==> src/rtl/alu8_pkg.sv <==
package alu8_pkg;

    typedef enum logic [3:0] {
        OP_ADD  = 4'd0,
        OP_SUB  = 4'd1,
        OP_AND  = 4'd2,
        OP_OR   = 4'd3,
        OP_XOR  = 4'd4,
        OP_CMPA = 4'd5,
        OP_CMPX = 4'd6,
        OP_BIT  = 4'd7,
        OP_ASL  = 4'd8,
        OP_LSR  = 4'd9,
        OP_ROL  = 4'd10,
        OP_ROR  = 4'd11,
        OP_INC  = 4'd12,
        OP_DEC  = 4'd13,
        OP_MSUB = 4'd14,
        OP_NOP  = 4'd15
    } alu_op_e;

    localparam int F_C = 0;
    localparam int F_Z = 1;
    localparam int F_I = 2;
    localparam int F_D = 3;
    localparam int F_B = 4;
    localparam int F_U = 5;
    localparam int F_V = 6;
    localparam int F_N = 7;
    localparam int STAT_W = 8;

endpackage

==> src/rtl/alu8_addsub.sv <==
module alu8_addsub #(
    parameter int W = 8
) (
    input  logic [W-1:0] lhs,
    input  logic [W-1:0] rhs,
    input  logic         cin,
    input  logic         sub,
    output logic [W-1:0] sum,
    output logic         cout,
    output logic         ovf
);
    localparam int MSB = W - 1;

    logic [W-1:0] rhs_eff;
    logic [W:0]   full;

    always_comb begin
        rhs_eff = sub ? ~rhs : rhs;
        full    = {1'b0, lhs} + {1'b0, rhs_eff} + {{W{1'b0}}, cin};
        sum     = full[W-1:0];
        cout    = full[W];
        ovf     = ~(lhs[MSB] ^ rhs_eff[MSB]) & (lhs[MSB] ^ full[MSB]);
    end
endmodule

==> src/rtl/alu8_shift.sv <==
module alu8_shift #(
    parameter int W = 8
) (
    input  logic [W-1:0] din,
    input  logic         cin,
    input  logic         right,
    input  logic         rotate,
    output logic [W-1:0] dout,
    output logic         cout
);
    logic fill;

    always_comb begin
        fill = rotate ? cin : 1'b0;
        if (right) begin
            dout = {fill, din[W-1:1]};
            cout = din[0];
        end else begin
            dout = {din[W-2:0], fill};
            cout = din[W-1];
        end
    end
endmodule

==> src/rtl/alu8_logic.sv <==
module alu8_logic #(
    parameter int W = 8
) (
    input  logic [W-1:0] a,
    input  logic [W-1:0] b,
    input  logic [1:0]   sel,
    output logic [W-1:0] y
);
    always_comb begin
        unique case (sel)
            2'd0:    y = a & b;
            2'd1:    y = a | b;
            default: y = a ^ b;
        endcase
    end
endmodule

==> src/rtl/alu8_core.sv <==
module alu8_core
    import alu8_pkg::*;
#(
    parameter int W = 8
) (
    input  logic         clk,
    input  logic         rst_n,
    input  logic [3:0]   op,
    input  logic [W-1:0] a_in,
    input  logic [W-1:0] x_in,
    input  logic [W-1:0] m_in,
    input  logic [STAT_W-1:0] p_in,
    output logic [W-1:0] res_o,
    output logic [W-1:0] x_o,
    output logic [STAT_W-1:0] p_o
);
    localparam int MSB = W - 1;

    typedef struct packed {
        logic [W-1:0]      res;
        logic [W-1:0]      xr;
        logic [STAT_W-1:0] p;
    } alu_state_t;

    alu_op_e    op_e;
    alu_state_t st_d, st_q;
    logic       live_q;

    logic [W-1:0] as_lhs, as_sum, sh_out, lg_out;
    logic         as_cin, as_sub, as_cout, as_ovf, sh_cout;
    logic [1:0]   lg_sel;

    assign op_e = alu_op_e'(op);

    always_comb begin
        as_lhs = a_in;
        as_cin = p_in[F_C];
        as_sub = 1'b1;
        unique case (op_e)
            OP_ADD:  as_sub = 1'b0;
            OP_SUB:  as_cin = p_in[F_C];
            OP_CMPX: begin as_lhs = x_in;        as_cin = 1'b1; end
            OP_MSUB: begin as_lhs = a_in & x_in; as_cin = 1'b1; end
            default: as_cin = 1'b1;
        endcase
        lg_sel = (op_e == OP_OR)  ? 2'd1 :
                 (op_e == OP_XOR) ? 2'd2 : 2'd0;
    end

    alu8_addsub #(.W(W)) u_addsub (
        .lhs(as_lhs), .rhs(m_in), .cin(as_cin), .sub(as_sub),
        .sum(as_sum), .cout(as_cout), .ovf(as_ovf)
    );

    alu8_shift #(.W(W)) u_shift (
        .din(m_in), .cin(p_in[F_C]),
        .right(op_e == OP_LSR || op_e == OP_ROR),
        .rotate(op_e == OP_ROL || op_e == OP_ROR),
        .dout(sh_out), .cout(sh_cout)
    );

    alu8_logic #(.W(W)) u_logic (
        .a(a_in), .b(m_in), .sel(lg_sel), .y(lg_out)
    );

    always_comb begin
        st_d.res = a_in;
        st_d.xr  = x_in;
        st_d.p   = p_in;
        unique case (op_e)
            OP_ADD, OP_SUB: begin
                st_d.res    = as_sum;
                st_d.p[F_C] = as_cout;
                st_d.p[F_V] = as_ovf;
                st_d.p[F_Z] = (as_sum == '0);
                st_d.p[F_N] = as_sum[MSB];
            end
            OP_CMPA, OP_CMPX: begin
                st_d.p[F_C] = as_cout;
                st_d.p[F_Z] = (as_sum == '0);
                st_d.p[F_N] = as_sum[MSB];
            end
            OP_MSUB: begin
                st_d.xr     = as_sum;
                st_d.p[F_C] = as_cout;
                st_d.p[F_Z] = (as_sum == '0);
                st_d.p[F_N] = as_sum[MSB];
            end
            OP_AND, OP_OR, OP_XOR: begin
                st_d.res    = lg_out;
                st_d.p[F_Z] = (lg_out == '0);
                st_d.p[F_N] = lg_out[MSB];
            end
            OP_BIT: begin
                st_d.p[F_Z] = ((a_in & m_in) == '0);
                st_d.p[F_N] = m_in[MSB];
                st_d.p[F_V] = m_in[MSB-1];
            end
            OP_ASL, OP_LSR, OP_ROL, OP_ROR: begin
                st_d.res    = sh_out;
                st_d.p[F_C] = sh_cout;
                st_d.p[F_Z] = (sh_out == '0);
                st_d.p[F_N] = sh_out[MSB];
            end
            OP_INC, OP_DEC: begin
                st_d.res    = (op_e == OP_INC) ? m_in + 1'b1 : m_in - 1'b1;
                st_d.p[F_Z] = (st_d.res == '0);
                st_d.p[F_N] = st_d.res[MSB];
            end
            default: ;
        endcase
    end

    always_ff @(posedge clk) begin
        if (!rst_n) begin
            st_q   <= '0;
            live_q <= 1'b0;
        end else begin
            st_q   <= st_d;
            live_q <= 1'b1;
        end
    end

    assign res_o = st_q.res;
    assign x_o   = st_q.xr;
    assign p_o   = st_q.p;

    AST_KEEP_CTRL_BITS: assert property (@(posedge clk) disable iff (!rst_n)
        live_q |-> p_o[F_U:F_I] == $past(p_in[F_U:F_I]));

    AST_X_UNTOUCHED: assert property (@(posedge clk) disable iff (!rst_n)
        (live_q && $past(op) != OP_MSUB) |-> x_o == $past(x_in));

    AST_LSR_SIGN_CLEAR: assert property (@(posedge clk) disable iff (!rst_n)
        (live_q && $past(op) == OP_LSR) |-> !p_o[F_N]);

    AST_CMP_KEEPS_V: assert property (@(posedge clk) disable iff (!rst_n)
        (live_q && ($past(op) == OP_CMPA || $past(op) == OP_CMPX))
        |-> (p_o[F_V] == $past(p_in[F_V]) && res_o == $past(a_in)));

    AST_BIT_COPIES_NV: assert property (@(posedge clk) disable iff (!rst_n)
        (live_q && $past(op) == OP_BIT)
        |-> p_o[F_N:F_V] == $past(m_in[MSB:MSB-1]));

    AST_INCDEC_KEEP_CV: assert property (@(posedge clk) disable iff (!rst_n)
        (live_q && ($past(op) == OP_INC || $past(op) == OP_DEC))
        |-> (p_o[F_C] == $past(p_in[F_C]) && p_o[F_V] == $past(p_in[F_V])));

    AST_ZERO_FLAG_RESULT: assert property (@(posedge clk) disable iff (!rst_n)
        (live_q && ($past(op) == OP_ADD || $past(op) == OP_SUB))
        |-> p_o[F_Z] == (res_o == '0));
endmodule

==> config.mk <==
export PLATFORM = sky130hd
export DESIGN_NAME = alu8_core
export DESIGN_NICKNAME = d
export VERILOG_FILES = /design/src/rtl/alu8_pkg.sv /design/src/rtl/alu8_addsub.sv /design/src/rtl/alu8_shift.sv /design/src/rtl/alu8_logic.sv /design/src/rtl/alu8_core.sv
export SDC_FILE = /design/constraint.sdc
export NUM_CORES = 1
export LEC_CHECK = 0
export ABC_AREA = 1
export BUFFER_PORTS_ARGS = -buffer_cell sky130_fd_sc_hd__clkbuf_2
export CORE_MARGIN = 2
export CORE_UTILIZATION = 50
export DETAILED_ROUTE_END_ITERATION = 6
export PLACE_DENSITY_LB_ADDON = 0.1
export SLEW_MARGIN = 15
export SYNTH_ARGS = -nofsm -noshare
export SYNTH_HDL_FRONTEND = slang
export SYNTH_HIERARCHICAL = 1
export SYNTH_SLANG_ARGS = --single-unit
==> constraint.sdc <==
create_clock -name clk -period 3.83 [get_ports clk]
set_input_delay 0.1915 -clock clk [delete_from_list [all_inputs] [get_ports clk]]
set_output_delay 0.1915 -clock clk [all_outputs]
set_load 0.1 [all_outputs]
==> flow_summary.json <==
{
  "setup_viol": 0,
  "rows": 27,
  "worstPathRequired_ps": 4040,
  "synth_seq_cells": 24,
  "fin_crit_sh_pct": 73.7,
  "synth_nets": 551,
  "numPortBuffers": 61,
  "critPathMaxStageDelay_ps": 430,
  "grt_pass1_wl_um": 14100,
  "drt_iter0_markers": 277,
  "clockBufferDepth": 2,
  "drt_pass1_iterations": 5,
  "cts_root_buf": "clkbuf_8",
  "cpMaxStageDelayCell": "fa_1",
  "whs_path_depth": 3,
  "wirelength_um": 8790,
  "cts_buffers": 3,
  "crit_top_cell": "nand2_1",
  "outcome": "finished clean",
  "postSynthCellCount": 479,
  "design.die.area_um2": 6460,
  "cp-start-kind": "input pin",
  "core_um2": 5570,
  "die_width_um": 80.4,
  "grt_pass1_vias": 2943,
  "maxCapViolations": 0,
  "synth-seq-area-share_pct": 16.5,
  "clock-sinks": 24,
  "setup_tns_ps": 0,
  "slew_violations": 0,
  "hold_violations": 0,
  "power.leakage_nw": 1.91,
  "layout-drive-gt1-share_pct": 16.6,
  "vias_per_cell": 5.31,
  "place_congestion": 0.990,
  "critical_path_buf_inv_count": 1,
  "io_pins": 62,
  "cts_setup_buffers": 0,
  "synthFlopType": "dfxtp_1",
  "drc": 0,
  "cts_tree": "done",
  "irDropWorstVdd_uv": 230,
  "fin_crit_ps": 2820,
  "crit_chain": "clkbuf_2 > nor2_4 > nand2_1 > xnor2_1 > fa_1 > fa_1 > o21ai_2 > nand2_1 > nand3_1 > nand2_1 > nor2_1 > nand3_1 > nor2_1 > nand2_1 > nand4_1 > nor2_1 > a21oi_2",
  "grt_usage_pct": 28.2,
  "endpoint": "p_o[1]$_SDFF_PN0_",
  "antenna_cells": 0,
  "die_h_um": 80.4,
  "startpoint": "op[1]",
  "dr_total_vias": 3227,
  "mostFrequentLayoutCell": "nand2_1",
  "synthArstFlopShare_pct": 0,
  "tightest_slew_ps": 807,
  "grt_max_degree": 20,
  "min_path_type": "in -> reg",
  "worst-path-max-fanout": 9,
  "criticalPathCategory": "in -> reg",
  "cts_hold_buf": 0,
  "start_util_pct": 52.3,
  "antenna_found_initial": 0,
  "clk_pin_slew_ps": 90,
  "post-route-util_pct": 59.3,
  "overflow": 0,
  "syn2layout_area_growth_pct": 13.4,
  "dp_hpwl_um": 7070,
  "rsz0062_at_grt": "false",
  "final_cell_mix": "nand2_1, inv_1, clkbuf_2",
  "path_depth": 17,
  "synth_edf_count": 0,
  "cp.arrival_ps": 3030,
  "wl_per_cell_um": 14.5,
  "nNetsFinal": 609,
  "cp-end-kind": "flip-flop",
  "crit_family": "simple AND/OR/NAND/NOR gates",
  "max_freq_mhz": 354,
  "slew_headroom_pct": 46.0,
  "yosysUniqueCellTypes": 32,
  "yosysWarnings": 6,
  "htreeDepth": 1,
  "cts_resized": 0,
  "power.density_nw_per_um2": 308,
  "syn_avg_cell_area_um2": 6.09,
  "synth_area_um2": 2920,
  "ant_nets": 0
}
[cell usage after synthesis, types with 4 or more instances]
cell        n  area share [%]
nand2_1   139              18
inv_1      77             9.9
nor2_1     53             6.8
nand3_1    34             5.8
ha_1       31              13
a21oi_1    30             5.1
dfxtp_1    24              16
o21ai_0    18             3.1
xor2_1     10             3.0
nand3b_1    8             2.1
nor2_4      7             2.7
buf_6       5             1.9
nand2_2     5             1.1
inv_2       4            0.51
xnor2_1     4             1.2
[report_power, final]
part           switching, W  internal, W  total, W
clock             0.0000878     0.000140  0.000228
sequential       0.00000504     0.000269  0.000274
combinational      0.000386     0.000132  0.000518
[through the flow]
stage	area (um2)	total power [W]	cells	hold WS, ps	setup WS (ps)
3_3_place_gp	3240	0.000784	604	377	835
3_5_place_dp	3240	0.000790	604	381	733
4_1_cts	3310	0.00101	608	102	1010
5_1_grt	3310	0.00108	608	127	759
6_report	3310	0.00102	608	100	1010
2_1_floorplan	2920	0.000667	479	289	1180
[area by class of cell]
| cell class | count | area, um2 |
|---|---|---|
| multi-input combinational | 366 | 2060 |
| inverter | 81 | 304 |
| timing repair buffer | 61 | 305 |
| fill | 570 | 2270 |
| clock inverter | 1 | 30.0 |
| clock buffer | 3 | 41.3 |
| tap | 72 | 90.1 |
| sequential | 24 | 480 |
[layer usage]
metal	global-route usage [%]	up-vias	wire (um)
met5	0	-	0
met4	11.0	0	305
met3	4.27	23	687
met2	46.8	166	3830
met1	36.6	1419	3970
li1	-	1619	-
[cell families (layout without fill, tap and decap cells)]
kind of cell             count (synthesis)  count (layout)  share of synthesized area [%]
flip-flops                              24              24                           16.5
XOR/XNOR                                14              14                           4.20
AO/OA/AOI/OAI                           62              62                           12.4
adder cells (fa/ha/maj)                 34              34                           15.4
AND/OR/NAND/NOR                        256             256                           38.5
buffers and inverters                   89             146                           13.0
[how the worst min path moves through the flow]
stage                  from                end  slack, ps
detailed placement  p_in[4]  p_o[4]$_SDFF_PN0_        380
global route        p_in[3]  p_o[3]$_SDFF_PN0_        130
floorplan           p_in[2]  p_o[2]$_SDFF_PN0_        290
global placement    p_in[2]  p_o[2]$_SDFF_PN0_        380
CTS                 p_in[4]  p_o[4]$_SDFF_PN0_        100
finish              p_in[4]  p_o[4]$_SDFF_PN0_        100
[registers in the layout (all words and copies together), names as in the netlist]
| signal | cells |
|---|---|
| res_o | 8 |
| x_o | 8 |
| p_o | 8 |
[tightest hold or removal path, delay by kind of cell]
kind / cells / cell delay, ps
simple gates: 1 / 40
buf+inv: 2 / 120
Power figures use the tool's default switching activity.
